**config.mk**
```make
export PLATFORM = sky130hd
export DESIGN_NAME = spi_pack_master
export DESIGN_NICKNAME = d
export VERILOG_FILES = /design/src/rtl/spim_pkg.sv /design/src/rtl/spim_fifo.sv /design/src/rtl/spim_prescaler.sv /design/src/rtl/spim_engine.sv /design/src/rtl/spi_pack_master.sv
export SDC_FILE = /design/constraint.sdc
export NUM_CORES = 1
export LEC_CHECK = 0
export BUFFER_PORTS_ARGS = -buffer_cell sky130_fd_sc_hd__buf_2
export CAP_MARGIN = 20
export CORE_ASPECT_RATIO = 0.6
export CORE_MARGIN = 2
export CORE_UTILIZATION = 35
export CTS_CLUSTER_SIZE = 25
export DETAILED_ROUTE_END_ITERATION = 10
export GPL_TIMING_DRIVEN = 0
export SLEW_MARGIN = 20
export SYNTH_ARGS = -nofsm -noshare
export SYNTH_HDL_FRONTEND = slang
export SYNTH_SLANG_ARGS = --single-unit
```
**constraint.sdc**
```tcl
create_clock -name clk -period 8.6 [get_ports clk]
set_clock_uncertainty 0.15 [all_clocks]
set_input_delay 0.86 -clock clk [delete_from_list [all_inputs] [get_ports clk]]
set_output_delay 0.86 -clock clk [all_outputs]
set_load 0.02 [all_outputs]
```
**src/rtl/spim_pkg.sv**
```systemverilog
package spim_pkg;
  typedef enum logic [1:0] {
    ST_IDLE,
    ST_LEAD,
    ST_SHIFT,
    ST_TRAIL
  } spim_state_e;

  localparam int unsigned FRAME_MIN = 4;
endpackage

```
**src/rtl/spim_fifo.sv**
```systemverilog
module spim_fifo #(
  parameter int unsigned W = 8,
  parameter int unsigned DEPTH = 4,
  localparam int unsigned AW = $clog2(DEPTH),
  localparam int unsigned CW = AW + 1
) (
  input  logic           clk,
  input  logic           rst_n,
  input  logic           flush,
  input  logic [1:0]     push_n,
  input  logic [2*W-1:0] push_data,
  input  logic           pop,
  output logic [W-1:0]   head,
  output logic [CW-1:0]  count
);
  logic [W-1:0]  mem [DEPTH];
  logic [AW-1:0] wr_ptr, rd_ptr;
  logic [CW-1:0] cnt_q;

  always_ff @(posedge clk) begin
    if (!flush) begin
      if (push_n != 2'd0) mem[wr_ptr] <= push_data[W-1:0];
      if (push_n == 2'd2) mem[wr_ptr + AW'(1)] <= push_data[2*W-1:W];
    end
  end

  always_ff @(posedge clk or negedge rst_n) begin
    if (!rst_n) begin
      wr_ptr <= '0;
      rd_ptr <= '0;
      cnt_q  <= '0;
    end else if (flush) begin
      wr_ptr <= '0;
      rd_ptr <= '0;
      cnt_q  <= '0;
    end else begin
      wr_ptr <= wr_ptr + AW'(push_n);
      rd_ptr <= rd_ptr + AW'(pop);
      cnt_q  <= cnt_q + CW'(push_n) - CW'(pop);
    end
  end

  assign head  = mem[rd_ptr];
  assign count = cnt_q;


  fifo_bound_chk: assert property (@(posedge clk) disable iff (!rst_n)
    cnt_q <= CW'(DEPTH));


  fifo_underflow_chk: assert property (@(posedge clk) disable iff (!rst_n)
    (pop && !flush) |-> (cnt_q != '0));


  fifo_flush_chk: assert property (@(posedge clk) disable iff (!rst_n)
    flush |=> (cnt_q == '0));
endmodule

```
**src/rtl/spim_prescaler.sv**
```systemverilog
module spim_prescaler #(
  parameter int unsigned CODE_W = 3,
  localparam int unsigned CNT_W = (1 << CODE_W) - 1
) (
  input  logic              clk,
  input  logic              rst_n,
  input  logic              run,
  input  logic [CODE_W-1:0] code,
  output logic              tick
);
  logic [CNT_W-1:0] cnt;
  logic [CNT_W-1:0] limit;

  assign limit = CNT_W'((32'd1 << code) - 32'd1);
  assign tick  = run && (cnt == limit);

  always_ff @(posedge clk or negedge rst_n) begin
    if (!rst_n) cnt <= '0;
    else if (!run || tick) cnt <= '0;
    else cnt <= cnt + CNT_W'(1);
  end


  presc_range_chk: assert property (@(posedge clk) disable iff (!rst_n)
    (run && $stable(code)) |-> (cnt <= limit));
endmodule

```
**src/rtl/spim_engine.sv**
```systemverilog
module spim_engine
  import spim_pkg::*;
#(
  parameter int unsigned FW = 8,
  parameter int unsigned FSEL_W = 4,
  localparam int unsigned BC_W = $clog2(FW + 1),
  localparam int unsigned IW = $clog2(FW)
) (
  input  logic              clk,
  input  logic              rst_n,
  input  logic              flush,
  input  logic              tick,
  input  logic [FSEL_W-1:0] frame_sel,
  input  logic              tx_avail,
  input  logic [FW-1:0]     tx_byte,
  output logic              tx_pop,
  output logic              rx_push,
  output logic [FW-1:0]     rx_byte,
  input  logic              miso,
  output logic              sck,
  output logic              mosi,
  output logic              nss_n,
  output logic              active
);
  spim_state_e     st;
  logic            sck_q, nss_q;
  logic [FW-1:0]   tx_sh, rx_sh;
  logic [BC_W-1:0] bitcnt, fsize;
  logic [IW-1:0]   msb_idx;
  logic            last, fall, done;

  always_comb begin
    if (frame_sel < FSEL_W'(FRAME_MIN)) fsize = BC_W'(FRAME_MIN);
    else if (frame_sel > FSEL_W'(FW))   fsize = BC_W'(FW);
    else                                fsize = BC_W'(frame_sel);
  end

  assign msb_idx = IW'(fsize - BC_W'(1));
  assign last    = (bitcnt == fsize - BC_W'(1));
  assign fall    = (st == ST_SHIFT) && tick && sck_q;
  assign done    = fall && last;
  assign tx_pop  = !flush && tx_avail && ((st == ST_IDLE) || done);
  assign rx_push = !flush && done;
  assign rx_byte = rx_sh & ~({FW{1'b1}} << fsize);
  assign mosi    = (st == ST_IDLE) ? 1'b0 : tx_sh[msb_idx];
  assign sck     = sck_q;
  assign nss_n   = nss_q;
  assign active  = (st != ST_IDLE);

  always_ff @(posedge clk or negedge rst_n) begin
    if (!rst_n) begin
      st <= ST_IDLE; sck_q <= 1'b0; nss_q <= 1'b1;
      tx_sh <= '0; rx_sh <= '0; bitcnt <= '0;
    end else if (flush) begin
      st <= ST_IDLE; sck_q <= 1'b0; nss_q <= 1'b1;
      tx_sh <= '0; rx_sh <= '0; bitcnt <= '0;
    end else begin
      unique case (st)
        ST_IDLE: if (tx_avail) begin
          tx_sh  <= tx_byte;
          bitcnt <= '0;
          nss_q  <= 1'b0;
          st     <= ST_LEAD;
        end
        ST_LEAD: if (tick) begin
          sck_q <= 1'b1;
          rx_sh <= {rx_sh[FW-2:0], miso};
          st    <= ST_SHIFT;
        end
        ST_SHIFT: if (tick) begin
          if (sck_q) begin
            sck_q <= 1'b0;
            if (last) begin
              if (tx_avail) begin
                tx_sh  <= tx_byte;
                bitcnt <= '0;
              end else begin
                st <= ST_TRAIL;
              end
            end else begin
              tx_sh  <= tx_sh << 1;
              bitcnt <= bitcnt + BC_W'(1);
            end
          end else begin
            sck_q <= 1'b1;
            rx_sh <= {rx_sh[FW-2:0], miso};
          end
        end
        ST_TRAIL: if (tick) begin
          nss_q <= 1'b1;
          st    <= ST_IDLE;
        end
        default: st <= ST_IDLE;
      endcase
    end
  end


  idle_sck_chk: assert property (@(posedge clk) disable iff (!rst_n)
    sck_q |-> !nss_q);


  mosi_hold_chk: assert property (@(posedge clk) disable iff (!rst_n)
    (sck_q && $past(sck_q)) |-> $stable(mosi));


  nss_fall_chk: assert property (@(posedge clk) disable iff (!rst_n)
    $fell(nss_q) |-> !sck_q);


  nss_rise_chk: assert property (@(posedge clk) disable iff (!rst_n)
    ($rose(nss_q) && !$past(flush)) |-> $past(st == ST_TRAIL));
endmodule

```
**src/rtl/spi_pack_master.sv**
```systemverilog
module spi_pack_master #(
  parameter int unsigned FRAME_W  = 8,
  parameter int unsigned TX_DEPTH = 4,
  parameter int unsigned RX_DEPTH = 4,
  parameter int unsigned DIV_W    = 3,
  parameter int unsigned FSEL_W   = 4
) (
  input  logic                 clk,
  input  logic                 rst_n,
  input  logic                 soft_rst,
  input  logic [DIV_W-1:0]     clk_div,
  input  logic [FSEL_W-1:0]    frame_bits,
  input  logic                 wr_en,
  input  logic                 wr_half,
  input  logic [2*FRAME_W-1:0] wr_data,
  output logic                 rx_valid,
  input  logic                 rx_ready,
  output logic [FRAME_W-1:0]   rx_data,
  output logic                 sck,
  output logic                 mosi,
  input  logic                 miso,
  output logic                 nss_n,
  output logic                 tx_empty,
  output logic                 tx_full,
  output logic                 busy,
  output logic                 tx_ovf,
  output logic                 rx_ovr
);
  localparam int unsigned TXC_W = $clog2(TX_DEPTH) + 1;
  localparam int unsigned RXC_W = $clog2(RX_DEPTH) + 1;

  logic [TXC_W-1:0]   tx_cnt, tx_free;
  logic [RXC_W-1:0]   rx_cnt;
  logic [1:0]         need, tx_push_n;
  logic               room, wr_drop;
  logic [FRAME_W-1:0] tx_head, rx_byte;
  logic               tx_pop, rx_push, rx_full, rx_pop, rx_drop;
  logic               tick, eng_active;

  assign need      = wr_half ? 2'd2 : 2'd1;
  assign tx_free   = TXC_W'(TX_DEPTH) - tx_cnt;
  assign room      = tx_free >= TXC_W'(need);
  assign tx_push_n = (wr_en && room && !soft_rst) ? need : 2'd0;
  assign wr_drop   = wr_en && !room && !soft_rst;

  assign rx_full   = (rx_cnt == RXC_W'(RX_DEPTH));
  assign rx_drop   = rx_push && rx_full;
  assign rx_valid  = (rx_cnt != '0);
  assign rx_pop    = rx_valid && rx_ready && !soft_rst;

  assign tx_empty  = (tx_cnt == '0);
  assign tx_full   = (tx_cnt == TXC_W'(TX_DEPTH));
  assign busy      = eng_active || !tx_empty;

  spim_fifo #(.W(FRAME_W), .DEPTH(TX_DEPTH)) u_txq (
    .clk(clk), .rst_n(rst_n), .flush(soft_rst),
    .push_n(tx_push_n), .push_data(wr_data), .pop(tx_pop),
    .head(tx_head), .count(tx_cnt)
  );

  spim_fifo #(.W(FRAME_W), .DEPTH(RX_DEPTH)) u_rxq (
    .clk(clk), .rst_n(rst_n), .flush(soft_rst),
    .push_n({1'b0, rx_push && !rx_full}),
    .push_data({{FRAME_W{1'b0}}, rx_byte}), .pop(rx_pop),
    .head(rx_data), .count(rx_cnt)
  );

  spim_prescaler #(.CODE_W(DIV_W)) u_presc (
    .clk(clk), .rst_n(rst_n), .run(eng_active), .code(clk_div), .tick(tick)
  );

  spim_engine #(.FW(FRAME_W), .FSEL_W(FSEL_W)) u_eng (
    .clk(clk), .rst_n(rst_n), .flush(soft_rst), .tick(tick),
    .frame_sel(frame_bits), .tx_avail(!tx_empty), .tx_byte(tx_head),
    .tx_pop(tx_pop), .rx_push(rx_push), .rx_byte(rx_byte),
    .miso(miso), .sck(sck), .mosi(mosi), .nss_n(nss_n), .active(eng_active)
  );

  always_ff @(posedge clk or negedge rst_n) begin
    if (!rst_n) begin
      tx_ovf <= 1'b0;
      rx_ovr <= 1'b0;
    end else if (soft_rst) begin
      tx_ovf <= 1'b0;
      rx_ovr <= 1'b0;
    end else begin
      tx_ovf <= tx_ovf | wr_drop;
      rx_ovr <= rx_ovr | rx_drop;
    end
  end


  soft_clear_chk: assert property (@(posedge clk) disable iff (!rst_n)
    soft_rst |=> (nss_n && !sck && tx_empty && !rx_valid && !tx_ovf && !rx_ovr));


  ovf_sticky_chk: assert property (@(posedge clk) disable iff (!rst_n)
    (tx_ovf && !soft_rst) |=> tx_ovf);


  full_drop_chk: assert property (@(posedge clk) disable iff (!rst_n)
    (wr_en && tx_full && !soft_rst) |=> (tx_ovf && tx_full));


  ovr_sticky_chk: assert property (@(posedge clk) disable iff (!rst_n)
    (rx_ovr && !soft_rst) |=> rx_ovr);


  busy_nss_chk: assert property (@(posedge clk) disable iff (!rst_n)
    !busy |-> (nss_n && !sck));
endmodule

```
==> reports/metrics.cfg, run 1 <==
[yosys]
yosys_warnings = 0
netlist_instances = 475
ys_top_cells_by_count = 64 x edfxtp_1, 46 x dfrtp_1, 39 x nor2_1
async_reset_ff_share_pct = 42.3
synth-seq-cells = 111
synth-edff-count = 64
ys_seq_area_share_pct = 51.7
synth.cell_area_um2 = 5990
ys_types = 68
synthesis.nets = 531
synth_area_leaders = edfxtp_1 32%, dfrtp_1 19%, mux4_2 6.8%
synth_top_area_cell = edfxtp_1
postSynthAreaPerCell_um2 = 12.6
netlist.area_leader.share_pct = 32.1
synth_most_common_cell = edfxtp_1
synth_top_flop_cell = edfxtp_1

[place]
gp_congestion = 0.857
dp_hpwl_um = 9790
dpl.cell_count = 747
place_area_um2 = 6520
port_buffers = 43

[clock_network]
cts_resized = 0
cts_hold_buffers = 0
clock_path_buffers = 2
post-cts-setup-buffers = 0
path_clk_slew_ps = 80
cts_root_buf = clkbuf_16
cts_tree = yes
cts_buffers = 9
clock_latency_ps = 350
ctsHtreeMaxLevel = 3
cts.sinks = 111

[routing]
ant_nets = 0
via_per_inst = 5.22
via_count = 3986
firstDrtPassIters = 4
detail_route.wl_per_cell_um = 17.4
drt_iter0_drc = 254
drc_errors = 0
drt_wl_total_um = 13300

[setup_path]
worstPathArrival_ps = 4670
cp-end-kind = flip-flop
cp-start-kind = primary input
cp_slowest_stage_delay_ps = 530
path_cells = buf_2 -> buf_6 -> nor2_1 -> nand2_1 -> ha_1 -> buf_2 -> xnor2_1 -> xnor2_1 -> a211oi_1 -> nand4_1 -> or4_1 -> clkbuf_1 -> ha_1 -> inv_1 -> ha_1 -> inv_1 -> fa_1 -> xnor2_1 -> nor2_1
path_max_fanout = 10
cp.required_ps = 8670
slowest_stage = or4_1
crit_type = primary input to flip-flop

[cells_and_area]
multi_input_area_um2 = 2710
n_fill_cell = 1591
syn_to_final_growth_pct = 13.9
antenna_cells = 0
final_area_um2 = 6820
regArea_um2 = 3100
layout.nets = 586
drive_above_1_share_pct = 24.7
fin_cells = 763

[floorplan]
die_h_um = 105
row_count = 36
dieArea_um2 = 18200
ios = 47
die_x_um = 173
start_util_pct = 36.3
core_um2 = 16500

[sta]
hold_viol = 0
fmaxAchievable_mhz = 217
slew_headroom_pct = 37.7
max_slew.worst_pin.slew_ps = 933
fin_crit_sh_pct = 53.6
rsz0062_at_grt = false
fin_setup_tns_ps = 0
slew_violations = 0
finalCriticalPeriod_ps = 4610
setup_viol_count_final = 0

[pwr]
power_density_nw_per_um2 = 227
peakVddDrop_uv = 177
power_mw = 1.55
leakagePower_nw = 2.61

[global_routing]
antenna_found_initial = 0
grt_pass1_wl_um = 22000
grt_max_degree = 48
grt_usage_pct = 15.2
grt_pass1_vias = 4143
overflow = 0

[status]
status = finished clean

[flow_run]
cap_violations = 0

[worst_hold_path]
hold_path.class = flip-flop to flip-flop

[stage by stage]
stage	setup WS (ps)	hold slack, ps	util (%)
after floorplan	4240	328	-
after global placement	3500	336	39.4
after detailed placement	3640	340	39.6
after CTS	4000	358	41.4
after global routing	3610	393	41.4
final	3990	357	41.4
[final cells by class]
class                   count  share of cell area [%]
flip-flops and latches    111                    45.4
clock buffers              10                    3.36
plain buffers              28                    1.76
repair buffers             44                    3.30
inverters                  23                    1.27
clock inverters             6                   0.990
well taps                 228                    4.18
multi-input cells         313                    39.7
[flip-flops by register name, indices dropped and copies added, names as in the netlist, 2 cells and up]
register	count
u_txq.rd_ptr	2
u_txq.count	3
u_eng.tx_sh	8
u_rxq.rd_ptr	2
u_txq.wr_ptr	2
u_presc.cnt	7
u_eng.rx_sh	8
u_eng.bitcnt	4
u_rxq.count	3
u_rxq.mem	32
u_txq.mem	32
u_eng.st	2
u_rxq.wr_ptr	2
[power by group]
| part | switching (mW) | internal [mW] | total [mW] |
|---|---|---|---|
| sequential | 0.0323 | 0.613 | 0.645 |
| combinational | 0.280 | 0.201 | 0.481 |
| clock | 0.195 | 0.228 | 0.423 |
| total | 0.507 | 1.04 | 1.55 |
[logic make-up after synthesis]
kind of cell	after synthesis	synth area share, %
AO/OA/AOI/OAI	63	8.08
multiplexers	70	16.1
flip-flops	111	51.7
buffers and inverters	51	3.45
XOR/XNOR	21	3.07
adder cells (fa/ha/maj)	26	5.68
AND/OR/NAND/NOR	133	11.8
[worst max-delay path: cells and delay by family]
kind            cells  cell delay, ps
compound gates      1             450
xor+xnor            3             470
fa+ha+maj           4            1020
buf+inv             6             720
simple gates        5            1140
[layer usage]
layer	share of wire [%]	track usage (%)	vias up
met4	0.78	3.09	0
met3	4.7	2.89	8
met5	0	0	-
met2	44	23.1	104
li1	-	-	1873
met1	50	22.5	2001
[final timing paths]
| path | startpoint | end | slack, ps | cells past startpoint |
|---|---|---|---|---|
| max in group asynchronous | rst_n | u_eng.tx_sh[3]$_DFFE_PN0P_ | 7480 | 1 |
| max reg2reg | u_presc.cnt[5]$_DFF_PN0_ | u_rxq.count[2]$_DFF_PN0_ | 4810 | 13 |
| min in group asynchronous | rst_n | u_eng.st[1]$_DFFE_PN0P_ | 380 | 1 |
| max | clk_div[1] | u_rxq.count[2]$_DFF_PN0_ | 3990 | 19 |
| min | tx_ovf$_DFF_PN0_ | tx_ovf$_DFF_PN0_ | 360 | 2 |
| min reg2reg | tx_ovf$_DFF_PN0_ | tx_ovf$_DFF_PN0_ | 360 | 2 |
[layout by cell type (no fill, tap or decap), types with 13 or more instances in the layout]
| cell | netlist | layout |
|---|---|---|
| edfxtp_1 | 64 | 64 |
| buf_2 | 5 | 47 |
| dfrtp_1 | 46 | 46 |
| nor2_1 | 39 | 39 |
| mux2_2 | 32 | 32 |
| ha_1 | 24 | 24 |
| inv_1 | 23 | 23 |
| clkbuf_1 | 18 | 19 |
| mux2i_1 | 19 | 19 |
| mux4_2 | 18 | 18 |
| xnor2_1 | 18 | 18 |
| nand2_1 | 17 | 17 |
| nand3_1 | 13 | 13 |
No activity file was read; power rests on OpenSTA's default activity.
==> inputs of run 2 (changes only) <==
ABC_AREA = 1   (was default)
clock period = 4.5 ns   (was 8.6 ns; I/O delays follow)
==> reports/metrics.cfg, run 2 <==
[yosys]
synth_area_leaders = edfxtp_1 32%, dfrtp_1 19%, nand2_1 9.4%
ys_seq_area_share_pct = 52.3  ; +0.52 points
synth-edff-count = 64  ; unchanged
synth_top_flop_cell = edfxtp_1
yosys_warnings = 0  ; unchanged
synthesis.nets = 723  ; +36%
netlist_instances = 667  ; +40%
synth-seq-cells = 111  ; unchanged
postSynthAreaPerCell_um2 = 8.89  ; -29%
netlist.area_leader.share_pct = 32.4  ; +0.32 points
synth.cell_area_um2 = 5930  ; -1.0%
synth_top_area_cell = edfxtp_1
async_reset_ff_share_pct = 42.3  ; unchanged
ys_types = 41  ; -40%
synth_most_common_cell = nand2_1
ys_top_cells_by_count = 148 x nand2_1, 83 x o21ai_0, 74 x nor2_1

[clock_network]
cts.sinks = 111  ; unchanged
cts_root_buf = clkbuf_16
path_clk_slew_ps = 80  ; about the same
post-cts-setup-buffers = 0  ; unchanged
cts_resized = 0  ; unchanged
ctsHtreeMaxLevel = 3  ; unchanged
cts_hold_buffers = 1  ; +1
cts_buffers = 9  ; unchanged
clock_path_buffers = 2  ; unchanged
clock_latency_ps = 350  ; about the same
cts_tree = yes

[global_routing]
grt_pass1_vias = 4517  ; +9.0%
grt_usage_pct = 16.6  ; +1.4 points
overflow = 0  ; unchanged
grt_pass1_wl_um = 23300  ; +6.3%
grt_max_degree = 31  ; -35%
antenna_found_initial = 0  ; unchanged

[cells_and_area]
multi_input_area_um2 = 2430  ; -10%
regArea_um2 = 3100  ; unchanged
syn_to_final_growth_pct = 14.7
final_util_pct = 41.5  ; +0.090 points
final_area_um2 = 6800  ; -0.33%
fin_cells = 960  ; +26%
drive_above_1_share_pct = 14.3  ; -10 points
antenna_cells = 0  ; unchanged
mostFrequentLayoutCells = 148 x nand2_1, 83 x o21ai_0, 74 x nor2_1
n_fill_cell = 1665  ; +4.7%
mostFrequentLayoutCell = nand2_1
reg.largest.list = u_rxq.mem: 32 flops, u_txq.mem: 32 flops
layout.nets = 783  ; +34%

[flow_run]
cap_violations = 0  ; unchanged

[place]
place_area_um2 = 6490  ; -0.50%
gp_congestion = 0.796  ; -7.1%
preCtsSetupSlack_ps = 370  ; -3270 ps
port_buffers = 45  ; +4.7%
dpl.cell_count = 943  ; +26%
dp_hpwl_um = 10100  ; +3.7%

[sta]
rsz0062_at_grt = false
whs_ps = 187  ; -170 ps
fin_crit_sh_pct = 85.8
slew_violations = 0  ; unchanged
max_slew.worst_pin.slew_ps = 911  ; -22.6 ps
fmaxAchievable_mhz = 259
setup_viol_count_final = 0  ; unchanged
fin_setup_tns_ps = 0  ; unchanged
finalCriticalPeriod_ps = 3860
hold_viol = 0  ; unchanged
slew_headroom_pct = 39.1  ; +1.4 points
worst_slack_ps = 639  ; -3350 ps

[routing]
firstDrtPassIters = 5  ; +1
via_count = 4642  ; +16%
detail_route.wl_per_cell_um = 14.6  ; -16%
drc_errors = 0  ; unchanged
drt_iter0_drc = 409  ; +61%
ant_nets = 0  ; unchanged
via_per_inst = 4.84  ; -7.4%
drt_wl_total_um = 14000  ; +5.2%

[floorplan]
core_um2 = 16400  ; -0.55%
die_h_um = 105  ; -0.48%
start_util_pct = 36.2  ; -0.17 points
ios = 47  ; unchanged
die_x_um = 172  ; -0.49%
dieArea_um2 = 18000  ; -0.97%
row_count = 36  ; unchanged

[setup_path]
path_cells = buf_2 -> inv_2 -> nand3_1 -> clkbuf_1 -> ha_1 -> inv_1 -> ha_1 -> inv_1 -> nand2_1 -> nand3b_1 -> nor2_1 -> nand2_1 -> nor2_1 -> nand4_1 -> nand2_1 -> nand2_1 -> xor2_1 -> ha_1 -> inv_1 -> fa_1 -> xor2_1 -> nor2_1
path_common_cell = nand2_1
cp_slowest_stage_delay_ps = 370  ; -160 ps
path_max_fanout = 10  ; unchanged
cp-end-kind = flip-flop
path_buf_inv = 6  ; unchanged
cp-start-kind = primary input
crit_family = simple AND/OR/NAND/NOR gates
worstPathArrival_ps = 3940  ; -730 ps
crit_type = primary input to flip-flop
slowest_stage = clkbuf_1
cp.required_ps = 4580  ; -4090 ps

[pwr]
peakVddDrop_uv = 314  ; +78%
power_mw = 3.37  ; +120%
leakagePower_nw = 3.01  ; +15%
power_density_nw_per_um2 = 496  ; +120%

[worst_hold_path]
hold_path.class = primary input to flip-flop

[status]
status = finished clean

==> run 2: final timing paths <==
path / from / endpoint / slack (ps) / cells past startpoint
setup reg to reg: u_txq.count[0]$_DFF_PN0_ / u_txq.mem[2][7]$_DFFE_PP_ / 1210 / 12
hold reg to reg: tx_ovf$_DFF_PN0_ / tx_ovf$_DFF_PN0_ / 340 / 2
min in group asynchronous: rst_n / tx_ovf$_DFF_PN0_ / 420 / 2
setup / recovery: frame_bits[3] / u_txq.count[2]$_DFF_PN0_ / 640 / 22
max in group asynchronous: rst_n / u_eng.nss_n$_DFFE_PN1P_ / 3200 / 3
hold / removal: wr_en / tx_ovf$_DFF_PN0_ / 190 / 3
==> run 2: layout make-up <==
cell class / count / area share, %
Buffer: 26 / 1.77
Clock buffer: 9 / 3.31
Clock inverter: 7 / 1.09
Inverter: 78 / 4.34
Multi-Input combinational cell: 452 / 35.7
Sequential cell: 111 / 45.6
Tap cell: 228 / 4.20
Timing Repair Buffer: 49 / 3.97
==> run 2: where the power goes <==
part	internal (mW)	switching [mW]	total, mW
Clock	0.396	0.407	0.804
Sequential	1.23	0.104	1.34
Combinational	0.416	0.815	1.23
Total	2.04	1.33	3.37
==> run 2: cell families (layout without fill, tap and decap cells) <==
kind of cell,Yosys count,after routing,synth area share [%]
fa+ha+maj,26,26,5.74
compound gates,153,153,14.8
simple gates,261,261,18.4
buf+inv,104,169,7.00
xor+xnor,12,12,1.77
flops,111,111,52.3
==> run 2: metal layers <==
layer,GRT usage (%),up-vias,part of all wire (%),routed length [µm]
met3,3.11,12,6.2,871
met2,22.6,140,39,5430
met5,0,-,0,0
li1,-,2338,-,-
met4,3.78,0,0.91,127
met1,26.7,2152,54,7550
==> run 2: worst register-to-register path, cell delays in order (launching register included) <==
cell	delay [ps]
dfrtp_1	380
inv_1	110
ha_1	250
ha_1	270
o21ai_1	50
nand2_1	50
nor2_1	50
nor3_2	250
inv_2	110
nor2_4	180
nand2_1	280
clkbuf_1	370
nand2_1	440
==> inputs of run 3 (changes only) <==
ABC_AREA = 0   (was 1)
==> reports/metrics.cfg, run 3 (synthesis gave the netlist of run 1 again) <==
[cells_and_area]
n_fill_cell = 1590  ; -4.5%
mostFrequentLayoutCells = 64 x edfxtp_1, 47 x buf_2, 46 x dfrtp_1
fin_cells = 763  ; -21%
syn_to_final_growth_pct = 14.0
drive_above_1_share_pct = 24.9  ; +11 points
antenna_cells = 0  ; unchanged
layout.nets = 586  ; -25%
reg.largest.list = u_rxq.mem: 32 flops, u_txq.mem: 32 flops
mostFrequentLayoutCell = edfxtp_1

[routing]
via_per_inst = 5.17  ; +7.0%
detail_route.wl_per_cell_um = 17.4  ; +19%
via_count = 3947  ; -15%
ant_nets = 0  ; unchanged
drt_iter0_drc = 260  ; -36%
drt_wl_total_um = 13300  ; -5.1%
firstDrtPassIters = 5  ; unchanged
drc_errors = 0  ; unchanged

[setup_path]
worstPathArrival_ps = 4260  ; +320 ps
reg2regPathDepth = 14  ; +2
crit_type = primary input to flip-flop
r2r_start = u_eng.st[0]$_DFFE_PN0P_
rrSetupSlack_ps = 760  ; -450 ps
reg2reg_to = u_txq.count[2]$_DFF_PN0_
cp.required_ps = 4570  ; about the same
cp-start-kind = primary input
path_max_fanout = 6  ; -4
cp-end-kind = flip-flop

[floorplan]
dieArea_um2 = 18200  ; +0.98%
core_um2 = 16500  ; +0.55%
die_h_um = 105  ; +0.49%
row_count = 36  ; unchanged
start_util_pct = 36.3  ; +0.17 points
ios = 47  ; unchanged
die_x_um = 173  ; +0.49%

[sta]
slew_headroom_pct = 35.2  ; -3.8 points
slew_violations = 0  ; unchanged
rsz0062_at_grt = false
max_slew.worst_pin.slew_ps = 970  ; +59.1 ps
whs_ps = -35.3  ; -222 ps
finalCriticalPeriod_ps = 4190  ; +328 ps
setup_viol_count_final = 0  ; unchanged
fmaxAchievable_mhz = 239  ; -7.8%
fin_crit_sh_pct = 93.1  ; +7.3 points
hold_viol = 43  ; +43

[pwr]
p_int_mw = 1.99  ; -2.6%
leakagePower_nw = 2.61  ; -13%
combPwrFrac_pct = 31.1  ; -5.4 points
seqPwrFrac_pct = 41.7  ; +2.0 points
power_density_nw_per_um2 = 433  ; -13%
power_mw = 2.96  ; -12%
clockPowerShare_pct = 27.3  ; +3.5 points
switching_share_pct = 32.7  ; -6.7 points
p_sw_uw = 966  ; -27%
peakVddDrop_uv = 338  ; +7.3%

[worst_hold_path]
hold_path.class = primary input to asynchronous set/reset pin

[clock_network]
clock_latency_ps = 350  ; about the same
ctsHtreeMaxLevel = 3  ; unchanged
path_clk_slew_ps = 80  ; about the same
clock_path_buffers = 2  ; unchanged
cts_hold_buffers = 0  ; -1
cts.sinks = 111  ; unchanged
cts_buffers = 9  ; unchanged
cts_root_buf = clkbuf_16
cts_tree = yes

[place]
port_buffers = 43  ; -4.4%
gp_congestion = 0.857  ; +7.6%
dp_hpwl_um = 9790  ; -3.5%
dpl.cell_count = 747  ; -21%

[global_routing]
grt_pass1_vias = 4143  ; -8.3%
overflow = 0  ; unchanged
antenna_found_initial = 0  ; unchanged
grt_pass1_wl_um = 22000  ; -5.9%
grt_usage_pct = 15.2  ; -1.4 points
grt_max_degree = 48  ; +55%

[status]
violations = negative hold slack
status = finished, violations left

[flow_run]
cap_violations = 0  ; unchanged

[run 3: changes by cell type in the layout (fill, tap and decap cells not counted), sizes merged, moves of 10 or more]
cell,delta
nand2,-135
o21ai,-88
inv,-56
nor2,-39
mux2,+33
mux2i,+19
mux4,+18
xnor2,+16
a21oi,-15
nand2b,+12
nor2b,+10
[run 3: routing by layer]
metal / track usage, % / share of wire [%] / vias to the layer above
met5: 0 / 0 / -
met4: 3.09 / 0.78 / 0
met3: 2.89 / 5.7 / 9
met2: 23.1 / 44 / 97
met1: 22.5 / 49 / 1967
li1: - / - / 1874
[run 3: worst max path at each step]
stage,startpoint,endpoint,slack (ps),depth (start not counted)
after floorplan,frame_bits[3],u_rxq.count[2]$_DFF_PN0_,550,16
after global placement,frame_bits[3],u_rxq.mem[0][4]$_DFFE_PP_,-190,11
after detailed placement,frame_bits[3],u_rxq.count[2]$_DFF_PN0_,-50,17
after CTS,frame_bits[3],u_rxq.count[2]$_DFF_PN0_,310,17
after global routing,frame_bits[3],u_rxq.count[2]$_DFF_PN0_,30,17
final,frame_bits[3],u_rxq.count[2]$_DFF_PN0_,310,17
[run 3: through the flow]
stage	utilization, %	TNS [ps]	hold WS [ps]	instance area [µm²]	setup WS, ps
after floorplan	-	0	4.41	5990	555
after detailed placement	39.6	-48.6	340	6520	-48.6
after global routing	41.4	0	12.6	6830	32.5
after CTS	41.4	0	201	6820	306
final	41.4	0	-35.3	6830	311
after global placement	39.4	-5390	336	6490	-192
[run 3: worst max-delay path: stages]
cell	delay [ps]
buf_2	140
nand3b_1	320
ha_1	300
inv_1	60
ha_1	250
xnor2_1	140
or3_1	380
or2_1	340
or4_1	520
clkbuf_1	210
ha_1	320
inv_1	60
ha_1	130
inv_1	40
fa_1	380
xnor2_1	160
nor2_1	50
[run 3: timing repair]
item | in CTS | in global routing
resized for setup | 0 | 1
setup buffers | 0 | 0
endpoints found under the setup margin | 0 | 1
[run 3: power by group through the flow]
stage	logic (mW)	clock network (mW)	registers, mW
floorplan	0.672	0	1.24
global placement	0.884	0	1.25
detailed placement	0.911	0	1.25
CTS	0.920	0.822	1.23
global route	1.02	0.856	1.25
finish	0.919	0.806	1.23
[run 3: final cells by class]
| cell class | count | area (µm²) | area share, % |
|---|---|---|---|
| clock buffers | 10 | 229 | 3.35 |
| repair buffers | 44 | 225 | 3.30 |
| inverters | 23 | 86.3 | 1.26 |
| clock inverters | 6 | 67.6 | 0.990 |
| flip-flops and latches | 111 | 3100 | 45.4 |
| well taps | 228 | 285 | 4.18 |
| plain buffers | 28 | 120 | 1.76 |
| multi-input cells | 313 | 2720 | 39.8 |
